**config.mk**
```make
export PLATFORM = sky130hd
export DESIGN_NAME = edge_rate_meter
export DESIGN_NICKNAME = d
export VERILOG_FILES = /design/src/rtl/erm_pkg.sv /design/src/rtl/erm_timebase.sv /design/src/rtl/erm_edge_count.sv /design/src/rtl/erm_divider.sv /design/src/rtl/erm_ctrl.sv /design/src/rtl/edge_rate_meter.sv
export SDC_FILE = /design/constraint.sdc
export NUM_CORES = 2
export LEC_CHECK = 0
export BUFFER_PORTS_ARGS = -buffer_cell sky130_fd_sc_hd__buf_2
export CAP_MARGIN = 40
export CORE_AREA = 2 2 308 310
export CTS_BUF_LIST = sky130_fd_sc_hd__clkbuf_8
export CTS_CLUSTER_SIZE = 40
export DETAILED_ROUTE_END_ITERATION = 8
export DIE_AREA = 0 0 310 312
export PLACE_DENSITY_LB_ADDON = 0.12
export SYNTH_ARGS = -nofsm -noshare
export SYNTH_HDL_FRONTEND = slang
export SYNTH_SLANG_ARGS = --single-unit
```
**constraint.sdc**
```tcl
create_clock -name clk -period 10.07 [get_ports clk]
set_clock_uncertainty 0.1 [all_clocks]
set_input_delay 1.5105 -clock clk [delete_from_list [all_inputs] [get_ports clk]]
set_output_delay 1.5105 -clock clk [all_outputs]
set_load 0.02 [all_outputs]
```
**src/rtl/erm_pkg.sv**
```systemverilog
package erm_pkg;

    // 100 ns ticks in one microsecond
    localparam int TICKS_PER_US = 10;
    // hertz per (edges per tick)
    localparam longint HZ_SCALE = 64'd10_000_000;
    // upper bound on the window so the tick count stays inside 32 bits
    localparam int WIN_MAX_US = 400_000_000;

    typedef enum logic [2:0] {
        ST_ARM  = 3'd0,
        ST_WIN  = 3'd1,
        ST_WAIT = 3'd2,
        ST_LOAD = 3'd3,
        ST_DIV  = 3'd4
    } erm_state_e;

    // clamp a microsecond setting into [lo, hi] and convert to ticks
    function automatic logic [31:0] us_to_ticks(input logic [31:0] us,
                                                input logic [31:0] lo,
                                                input logic [31:0] hi);
        logic [31:0] v;
        v = (us < lo) ? lo : ((us > hi) ? hi : us);
        return v * 32'(TICKS_PER_US);
    endfunction

endpackage

```
**src/rtl/erm_timebase.sv**
```systemverilog
module erm_timebase #(
    parameter int PRESCALE = 25,
    parameter int TS_W     = 32
) (
    input  logic            clk,
    input  logic            rst,
    output logic            tick,
    output logic [TS_W-1:0] ts
);

    generate
        if (PRESCALE <= 1) begin : g_direct
            assign tick = 1'b1;
        end else begin : g_prescale
            localparam int PW = $clog2(PRESCALE);
            localparam logic [PW-1:0] LAST = PW'(PRESCALE - 1);
            logic [PW-1:0] pre_q;
            always_ff @(posedge clk) begin
                if (rst)               pre_q <= '0;
                else if (pre_q == LAST) pre_q <= '0;
                else                   pre_q <= pre_q + 1'b1;
            end
            assign tick = (pre_q == LAST);
        end
    endgenerate

    always_ff @(posedge clk) begin
        if (rst)       ts <= '0;
        else if (tick) ts <= ts + 1'b1;
    end


    ts_step_chk: assert property (@(posedge clk) disable iff (rst)
        tick |=> (ts == $past(ts) + 1'b1));

endmodule

```
**src/rtl/erm_edge_count.sv**
```systemverilog
module erm_edge_count #(
    parameter int CNT_W = 32
) (
    input  logic             clk,
    input  logic             rst,
    input  logic             trk_in,
    input  logic             gate_blk,
    output logic             rise,
    output logic [CNT_W-1:0] cnt
);

    logic trk_q;

    always_ff @(posedge clk) begin
        if (rst) trk_q <= 1'b0;
        else     trk_q <= trk_in;
    end

    assign rise = trk_in & ~trk_q & ~gate_blk;

    always_ff @(posedge clk) begin
        if (rst)       cnt <= '0;
        else if (rise) cnt <= cnt + 1'b1;
    end


    cnt_gate_chk: assert property (@(posedge clk) disable iff (rst)
        gate_blk |=> $stable(cnt));

endmodule

```
**src/rtl/erm_divider.sv**
```systemverilog
module erm_divider #(
    parameter int Q_W = 32
) (
    input  logic             clk,
    input  logic             rst,
    input  logic             start,
    input  logic [2*Q_W-1:0] num,
    input  logic [Q_W-1:0]   den,
    output logic             busy,
    output logic             done,
    output logic [Q_W-1:0]   quot
);

    localparam int CW = $clog2(Q_W);
    localparam logic [CW-1:0] LAST = CW'(Q_W - 1);

    logic [Q_W:0]   rem_q;
    logic [Q_W-1:0] low_q;
    logic [Q_W-1:0] den_q;
    logic [CW-1:0]  step_q;
    logic [Q_W:0]   trial;
    logic           take;
    logic [Q_W:0]   rem_nx;

    always_comb begin
        trial  = {rem_q[Q_W-1:0], low_q[Q_W-1]};
        take   = (trial >= {1'b0, den_q});
        rem_nx = take ? (trial - {1'b0, den_q}) : trial;
    end

    always_ff @(posedge clk) begin
        if (rst) begin
            rem_q  <= '0;
            low_q  <= '0;
            den_q  <= '0;
            step_q <= '0;
            quot   <= '0;
            busy   <= 1'b0;
            done   <= 1'b0;
        end else begin
            done <= 1'b0;
            if (start) begin
                rem_q  <= {1'b0, num[2*Q_W-1:Q_W]};
                low_q  <= num[Q_W-1:0];
                den_q  <= den;
                step_q <= '0;
                quot   <= '0;
                busy   <= 1'b1;
            end else if (busy) begin
                rem_q  <= rem_nx;
                low_q  <= {low_q[Q_W-2:0], 1'b0};
                quot   <= {quot[Q_W-2:0], take};
                step_q <= step_q + 1'b1;
                if (step_q == LAST) begin
                    busy <= 1'b0;
                    done <= 1'b1;
                end
            end
        end
    end

    logic [CW:0] run_q;
    always_ff @(posedge clk) begin
        if (rst || !busy) run_q <= '0;
        else              run_q <= run_q + 1'b1;
    end


    div_len_chk: assert property (@(posedge clk) disable iff (rst)
        busy |-> (run_q < (CW+1)'(Q_W)));


    div_done_chk: assert property (@(posedge clk) disable iff (rst)
        done |-> !busy);


    div_den_chk: assert property (@(posedge clk) disable iff (rst)
        start |-> (den != '0));

endmodule

```
**src/rtl/erm_ctrl.sv**
```systemverilog
module erm_ctrl
    import erm_pkg::*;
#(
    parameter int CNT_W      = 32,
    parameter int TS_W       = 32,
    parameter int Q_W        = 32,
    parameter int WIN_MIN_US = 1,
    parameter int TMO_MAX_US = 1_600_000
) (
    input  logic             clk,
    input  logic             rst,
    input  logic             rise,
    input  logic             gate_blk,
    input  logic             restart,
    input  logic [CNT_W-1:0] cnt,
    input  logic [TS_W-1:0]  ts,
    input  logic [31:0]      win_us,
    input  logic [31:0]      tmo_us,
    input  logic             div_done,
    input  logic [Q_W-1:0]   div_quot,
    output logic             div_start,
    output logic [2*Q_W-1:0] div_num,
    output logic [Q_W-1:0]   div_den,
    output logic [Q_W-1:0]   freq_hz,
    output logic             freq_valid,
    output logic             busy
);

    erm_state_e st_q, st_d;

    logic [CNT_W-1:0] cnt0_q, cnt1_q;
    logic [TS_W-1:0]  ts0_q, ts1_q, mark_q;
    logic [TS_W-1:0]  elapsed, idle_t;
    logic [31:0]      win_ticks, tmo_ticks;
    logic             abort, tmo_hit, result_in;

    assign win_ticks = us_to_ticks(win_us, 32'(WIN_MIN_US), 32'(WIN_MAX_US));
    assign tmo_ticks = us_to_ticks(tmo_us, 32'd1, 32'(TMO_MAX_US));
    assign elapsed   = ts - ts0_q;
    assign idle_t    = ts - mark_q;
    assign abort     = restart | gate_blk;
    assign tmo_hit   = (st_q == ST_WAIT) && !abort && !rise &&
                       (32'(idle_t) >= tmo_ticks);
    assign result_in = (st_q == ST_DIV) && div_done;

    always_comb begin
        st_d = st_q;
        unique case (st_q)
            ST_ARM:  if (rise && !restart) st_d = ST_WIN;
            ST_WIN:  if (abort) st_d = ST_ARM;
                     else if (32'(elapsed) >= win_ticks) st_d = ST_WAIT;
            ST_WAIT: if (abort) st_d = ST_ARM;
                     else if (rise) st_d = ST_LOAD;
                     else if (32'(idle_t) >= tmo_ticks) st_d = ST_ARM;
            ST_LOAD: st_d = ST_DIV;
            ST_DIV:  if (div_done) st_d = ST_ARM;
            default: st_d = ST_ARM;
        endcase
    end

    always_ff @(posedge clk) begin
        if (rst) begin
            st_q       <= ST_ARM;
            cnt0_q     <= '0;
            cnt1_q     <= '0;
            ts0_q      <= '0;
            ts1_q      <= '0;
            mark_q     <= '0;
            freq_hz    <= '0;
            freq_valid <= 1'b0;
        end else begin
            st_q <= st_d;
            if (st_q == ST_ARM && st_d == ST_WIN) begin
                cnt0_q <= cnt;
                ts0_q  <= ts;
            end
            if (st_q == ST_WIN && st_d == ST_WAIT) mark_q <= ts;
            if (st_q == ST_WAIT && st_d == ST_LOAD) begin
                cnt1_q <= cnt;
                ts1_q  <= ts;
            end
            if (result_in) begin
                freq_hz    <= div_quot;
                freq_valid <= 1'b1;
            end
            if (tmo_hit) begin
                freq_hz    <= '0;
                freq_valid <= 1'b1;
            end
        end
    end

    always_comb begin
        div_start = (st_q == ST_LOAD);
        div_num   = (2*Q_W)'(cnt1_q - cnt0_q) * (2*Q_W)'(HZ_SCALE);
        div_den   = Q_W'(ts1_q - ts0_q);
        busy      = (st_q == ST_LOAD) || (st_q == ST_DIV);
    end



    load_abort_chk: assert property (@(posedge clk) disable iff (rst)
        (st_q == ST_LOAD) |-> (!$past(gate_blk) && !$past(restart)));


    win_span_chk: assert property (@(posedge clk) disable iff (rst)
        (st_q == ST_LOAD && $stable(win_us)) |-> (32'(ts1_q - ts0_q) >= win_ticks));


    tmo_zero_chk: assert property (@(posedge clk) disable iff (rst)
        tmo_hit |=> (freq_hz == '0 && freq_valid));


    valid_keep_chk: assert property (@(posedge clk) disable iff (rst)
        freq_valid |=> freq_valid);


    freq_hold_chk: assert property (@(posedge clk) disable iff (rst)
        (!div_done && !tmo_hit) |=> $stable(freq_hz));


    busy_end_chk: assert property (@(posedge clk) disable iff (rst)
        result_in |=> !busy);

endmodule

```
**src/rtl/edge_rate_meter.sv**
```systemverilog
module edge_rate_meter #(
    parameter int PRESCALE   = 25,
    parameter int CNT_W      = 32,
    parameter int TS_W       = 32,
    parameter int Q_W        = 32,
    parameter int WIN_MIN_US = 1,
    parameter int TMO_MAX_US = 1_600_000
) (
    input  logic           clk,
    input  logic           rst,
    input  logic           trk_in,
    input  logic           gate_blk,
    input  logic           restart,
    input  logic [31:0]    win_us,
    input  logic [31:0]    tmo_us,
    output logic [Q_W-1:0] freq_hz,
    output logic           freq_valid,
    output logic           busy
);

    logic             tick;
    logic [TS_W-1:0]  ts;
    logic             rise;
    logic [CNT_W-1:0] cnt;
    logic             div_start, div_busy, div_done;
    logic [2*Q_W-1:0] div_num;
    logic [Q_W-1:0]   div_den, div_quot;

    erm_timebase #(.PRESCALE(PRESCALE), .TS_W(TS_W)) u_tb (
        .clk(clk), .rst(rst), .tick(tick), .ts(ts)
    );

    erm_edge_count #(.CNT_W(CNT_W)) u_cnt (
        .clk(clk), .rst(rst), .trk_in(trk_in), .gate_blk(gate_blk),
        .rise(rise), .cnt(cnt)
    );

    erm_ctrl #(
        .CNT_W(CNT_W), .TS_W(TS_W), .Q_W(Q_W),
        .WIN_MIN_US(WIN_MIN_US), .TMO_MAX_US(TMO_MAX_US)
    ) u_ctrl (
        .clk(clk), .rst(rst), .rise(rise), .gate_blk(gate_blk),
        .restart(restart), .cnt(cnt), .ts(ts),
        .win_us(win_us), .tmo_us(tmo_us),
        .div_done(div_done), .div_quot(div_quot),
        .div_start(div_start), .div_num(div_num), .div_den(div_den),
        .freq_hz(freq_hz), .freq_valid(freq_valid), .busy(busy)
    );

    erm_divider #(.Q_W(Q_W)) u_div (
        .clk(clk), .rst(rst), .start(div_start), .num(div_num),
        .den(div_den), .busy(div_busy), .done(div_done), .quot(div_quot)
    );


    div_cover_chk: assert property (@(posedge clk) disable iff (rst)
        div_busy |-> busy);

endmodule

```
# --- After elaboration in Yosys (flattened, before gate mapping) ---
# Index checks and enable logic that the tools add are counted.
totals:
  inputBits: 69
  register_bits: 394
  word_cells: 95
  output_inout_bits: 34
classes:
  multipliers: 3
  n_reduce_logical: 19
  muxes: 23
  add_sub_neg: 9
  order_cmp: 7
  n_bitwise: 6
  eq_ne: 9
ops:
  columns: ["op", "count"]
  rows:
  - ["32-bit 2-to-1 mux", 9]
  - ["32-bit subtractor", 4]
  - ["32-bit by 1-bit adder with 32-bit output, second input constant", 2]
  - ["32-bit >= comparator", 2]
  - ["32-bit by 1-bit < comparator with 1-bit output, second input constant", 2]
  - ["32-bit by 3-bit multiplier with 31-bit output, second input constant", 2]
  - ["64-bit by 17-bit multiplier with 57-bit output, second input constant", 1]
  - ["33-bit by 32-bit >= comparator with 1-bit output", 1]
  - ["32-bit by 32-bit subtractor with 33-bit output", 1]
  - ["32-bit by 21-bit > comparator with 1-bit output, second input constant", 1]
  - ["32-bit by 29-bit > comparator with 1-bit output, second input constant", 1]
  - ["3-bit 2-to-1 mux", 7]
  - ["3-bit one-hot mux with 5 select lines", 1]
  - ["3-bit by 2-bit equality test with 1-bit output, second input constant", 4]
  - ["5-bit by 1-bit adder with 5-bit output, second input constant", 2]
  - ["5-bit equality test, second input constant", 2]
  - ["1-bit logical AND", 8]
  - ["3-bit by 1-bit equality test with 1-bit output, second input constant", 2]
  - ["1-bit 2-to-1 mux", 6]
  - ["2-bit OR reduction", 3]
  - ["2-bit nonzero test", 2]
  - ["3-bit equality test, second input constant", 1]
  - ["1-bit zero test", 3]
  - ["3-bit zero test", 1]
  - ["5 further kinds", 8]

# --- Longest topological paths before layout ---
depth:
  depth_word: 11
  depth_mapped: 37
  ltp_nobuf: 36

# --- Hierarchy ---
# Synthesis repeated with hierarchy kept, for this count alone.
unflattened:
  cells_unflattened: 4789
  hier_area_um2: 39128.8
by_module_without_submodules:
  columns: ["mod", "seq_area_each_um2", "area_per_inst_um2", "cells_per_inst", "n_inst"]
  rows:
  - ["erm_ctrl", 3923.8, 28344.7, 3471, 1]
  - ["erm_divider", 2702.6, 7475.9, 937, 1]
  - ["erm_timebase", 740.7, 1756.7, 204, 1]
  - ["erm_edge_count", 660.6, 1551.5, 177, 1]

# --- Least setup slack after synthesis ---
# Ideal clock, no wire load.
synth_path:
  path_kind: "register -> register"
  from: "register u_ctrl.cnt0_q[1]"
  to: "register u_div.rem_q[23]"
  stages_incl_launch_ff: 33
  synth_period_minus_slack_ps: 8272
  n_path_buf: 1
  setup_slack_ps: 1798
  required_time_ps: 9847
  setup_ps: 123
  t_arrival_ps: 8050
  cell_sequence: "dfxtp_1 inv_1 ha_1 nor2b_1 o211ai_2 a41oi_1 o2111ai_1 a21oi_1 a311o_1 o31a_1 and4_4 a2111oi_4 o21bai_1 xor2_1 ha_1 ha_1 inv_1 fa_1 inv_1 fa_1 fa_1 fa_1 ha_1 clkbuf_1 nand3_1 or4_1 o21ai_0 a21oi_2 o41ai_2 a211oi_1 o31a_1 o21ai_0 a21oi_1"
synth_between:
  elab_chain_len: 3
synth_lines:
  columns: ["item", "line_no", "rtl"]
  rows:
  - ["from (decl)", "erm_ctrl.sv:31", "logic [CNT_W-1:0] cnt0_q, cnt1_q;"]
  - ["from (signal assigned)", "erm_ctrl.sv:74", "cnt0_q <= cnt;"]
  - ["32-bit by 32-bit subtractor with 33-bit output", "erm_ctrl.sv:95", "div_num = (2*Q_W)'(cnt1_q - cnt0_q) * (2*Q_W)'(HZ_SCALE);"]
  - ["64-bit by 17-bit multiplier with 57-bit output", "erm_ctrl.sv:95", null]
  - ["32-bit 2-to-1 mux", "erm_divider.sv:42", "if (start) begin"]
  - ["to (signal assigned)", "erm_divider.sv:43", "rem_q <= {1'b0, num[2*Q_W-1:Q_W]};"]
  - ["to (signal assigned)", "erm_divider.sv:50", "rem_q <= rem_nx;"]
  - ["to (decl)", "erm_divider.sv:17", "logic [Q_W:0] rem_q;"]
# Every way passes these cells.
# A chain may end at the register's enable or synchronous reset.

# --- Worst setup path in the final report ---
layout_path:
  from: "register u_ctrl.cnt0_q[1]"
  to: "register u_div.rem_q[28]"
# The elaborated chain is that of the path after synthesis.

==> summary.md <==
| Metric | Value |
|---|---|
| WL/cell | 16.6 um |
| CTS tree | yes |
| Share of layout cells above drive strength 1 | 0.0661 |
| Placer Congestion | 0.878 |
| Fin nets | 5592 |
| Post-CTS Resized | 0 |
| Synthesis-to-finish area growth | 9.34% |
| Util after Layout | 0.448 |
| Non-Filler Instances | 6050 |
| Placed cell areas | 0.0402 mm2 |
| Combinational family with the most area after synthesis | adder cells |
| Ys flop type | dfxtp_1 |
| Fraction of registers with async set/reset | 0 |
| Largest net degree at the start of global routing | 130 |
| Seq cells post-synth | 394 |
| Outcome | completed |
| Final Cell Area | 0.0416 mm2 |
| Total wire length | 100000 um |
| Number of distinct library cells after synthesis | 90 |
| DRC | 0 |
| DRT Pass-1 Iters | 7 |
| Finish-stage setup viols | 0 |
| Global-route wire length before repair | 164000 um |
| Clk buf depth | 3 |
| Crit path largest cell delay | 0.52 ns |
| Clock sink total | 394 |
| Overall power | 3.55 mW |
| Effective utilization at floorplan | 0.409 |
| Number of H-tree levels | 3 |
| Post-route ant nets | 0 |
| DR iter-0 viols | 1458 |
| Min Clock Period, post-route | 9.12 ns |
| Row Count | 112 |
| WP data required | 10.54 ns |
| CTS Buf Count | 75 |
| Hold Buf Count CTS | 0 |
| Vias per inst | 5.16 |
| Setup Fix Bufs, Post-CTS | 0 |
| Post-synth EDFFs | 0 |
| Vias in the first global route | 30.6k |
| Pins Over Slew Limit | 0 |
| DP Worst Slack | 0.980 ns |
| Simple-gate portion of the synthesized area | 0.156 |
| Via count | 31.2k |
| Least-Margin Pin Slew | 0.909 ns |
| Synth Area in Compound Gates | 0.176 |
| Yosys warns | 0 |
| All-layer global routing usage | 0.209 |
| Fillers | 9514 |
| Grt total ovfl | 0 |
| RSZ-0062 raised after global routing | no |
| Delay-heaviest family, CP | compound AO/OA/AOI/OAI gates |
| Cells after synthesis | 4650 |
| Initial antenna violation count | 1 |
| Arrival time at the worst endpoint | 9.59 ns |
| CP max FO | 8 |
| Final HPWL from detailed placement | 79800 um |
| IO buf count | 102 |
| Die X | 310 um |
| Die Ht | 312 um |
| Core area | 0.0930 mm2 |
| Final Worst Setup Slack | 0.951 ns |
| Final Hold Viols | 0 |
| Setup TNS Final | 0 ns |
| Seq/Total Area, Yosys | 0.207 |
| Skew-Pair Late Insertion Delay | 0.70 ns |
| Maximum resistive drop on vdd | 0.0783 mV |
| CTS root buffer | clkbuf_8 |
| Die area | 0.0967 mm2 |
| Cell count after placement | 5922 |
| Leak | 19.3 nW |
| Crit end category | flop |
| Slew HR | 0.389 |
| Syn_area_per_cell | 8.19 um2 |
| Crit-path slowest cell | fa_1 |
| Mux contribution to synthesized area | 0.0277 |
| Max-Cap Viols | 0 |
| XOR/XNOR Fraction of Synth Area | 0.0644 |
| Power per cell area | 85.2 mW/mm2 |
| Critical path class | flop to flop |
| Hold Worst Slack | 0.351 ns |
| Post-Synth Adder-Cell Area | 0.295 |
| Part of the cycle the worst path needs | 0.906 |
| Crit start category | flop |
| Type of the worst min-delay path | flop to flop |
| Max Fclk | 110 MHz |
| Synth Cell Area | 0.0381 mm2 |
| Clock slew at reported path FFs | 0.06 ns |
| Num ports | 103 |
| Buf/Inv on CP | 3 |
cell usage after synthesis, drive strengths merged (10+ instances only):
cell,count,share of area
a2111oi,10,0.0030
a211o,10,0.0023
a211oi,70,0.014
a21o,136,0.027
a21oi,428,0.056
a221oi,11,0.0025
a31oi,32,0.0053
and2,44,0.0072
and3,37,0.0062
and4,12,0.0028
buf,20,0.0027
clkbuf,132,0.013
dfxtp,394,0.21
fa,202,0.11
ha,576,0.19
inv,583,0.057
mux2i,103,0.027
nand2,494,0.049
nand2b,57,0.0094
nand3,71,0.0093
nand4,48,0.0079
nor2,336,0.033
nor2b,39,0.0064
nor3,60,0.0080
nor3b,10,0.0020
nor4,20,0.0033
o211ai,22,0.0045
o21a,44,0.0087
o21ai,165,0.022
o21bai,27,0.0053
o22ai,10,0.0016
o31ai,10,0.0021
o32ai,11,0.0027
or2,16,0.0026
or3,30,0.0049
xnor2,144,0.033
xor2,136,0.031
state kept, by name, summed over array words and instances (netlist names), 32 cells and up:
signal / count
u_tb.ts: 32
u_ctrl.mark_q: 32
u_div.den_q: 32
u_ctrl.cnt0_q: 32
u_ctrl.freq_hz: 32
u_div.quot: 32
u_ctrl.ts0_q: 32
u_ctrl.ts1_q: 32
u_ctrl.cnt1_q: 32
u_div.rem_q: 32
u_cnt.cnt: 32
worst min-delay path, delay by kind of cell (launching register included):
family	cells	cell delay [ns]
DFF	1	0.30
and+or+nand+nor	1	0.05
AOI/OAI and AO/OA	1	0.05
metal layers:
metal,global-route usage,vias up,wire length [um],part of all wire
li1,-,16000,-,-
met1,0.278,14600,46600,0.46
met2,0.359,452,48300,0.48
met3,0.0193,121,2730,0.027
met4,0.0617,0,2580,0.026
met5,0,-,0,0
cell usage in the layout (no fill, tap or decap), drive strengths merged, types with 12 or more instances in the layout:
cell type,count
a211oi,70
a21o,136
a21oi,428
a31oi,32
and2,44
and3,37
and4,12
buf,154
clkbuf,86
conb,17
dfxtp,394
fa,202
ha,576
inv,606
mux2i,103
nand2,494
nand2b,57
nand3,71
nand4,48
nor2,336
nor2b,39
nor3,60
nor4,20
o211ai,22
o21a,44
o21ai,165
o21bai,27
or2,16
or3,30
xnor2,144
xor2,136
worst paths after layout:
kind                      startpoint            endpoint  slack (ns)  cells past startpoint
hold reg to reg   u_ctrl.freq_hz[17]  u_ctrl.freq_hz[17]        0.35                      2
setup / recovery    u_ctrl.cnt0_q[1]     u_div.rem_q[28]        0.95                     33
hold / removal    u_ctrl.freq_hz[17]  u_ctrl.freq_hz[17]        0.35                      2
setup reg to reg    u_ctrl.cnt0_q[1]     u_div.rem_q[28]        0.95                     33
cell families after synthesis:
family,count (synthesis)
AOI/OAI and AO/OA,1063
xor gates and xnor gates,280
adders and majority gates,778
buffers and inverters,735
DFF,394
muxes,105
other,1
and+or+nand+nor,1294
area by class of cell:
class / count / area, um2 / share of cell area
Multi-Input combinational cell: 3537 / 27500 / 0.661
Sequential cell: 394 / 7890 / 0.189
Inverter: 583 / 2190 / 0.0525
Tap cell: 1254 / 1570 / 0.0377
Clock buffer: 86 / 1180 / 0.0284
Timing Repair Buffer: 154 / 992 / 0.0238
Clock inverter: 41 / 299 / 0.00718
Antenna cell: 1 / 2.50 / 0.0000601
report_power, final:
part / switching (mW) / internal, mW / total (mW)
combinational: 0.249 / 0.150 / 0.398
sequential: 0.00236 / 1.56 / 1.56
clock: 0.727 / 0.861 / 1.59
(Power assumes the default switching activity.)
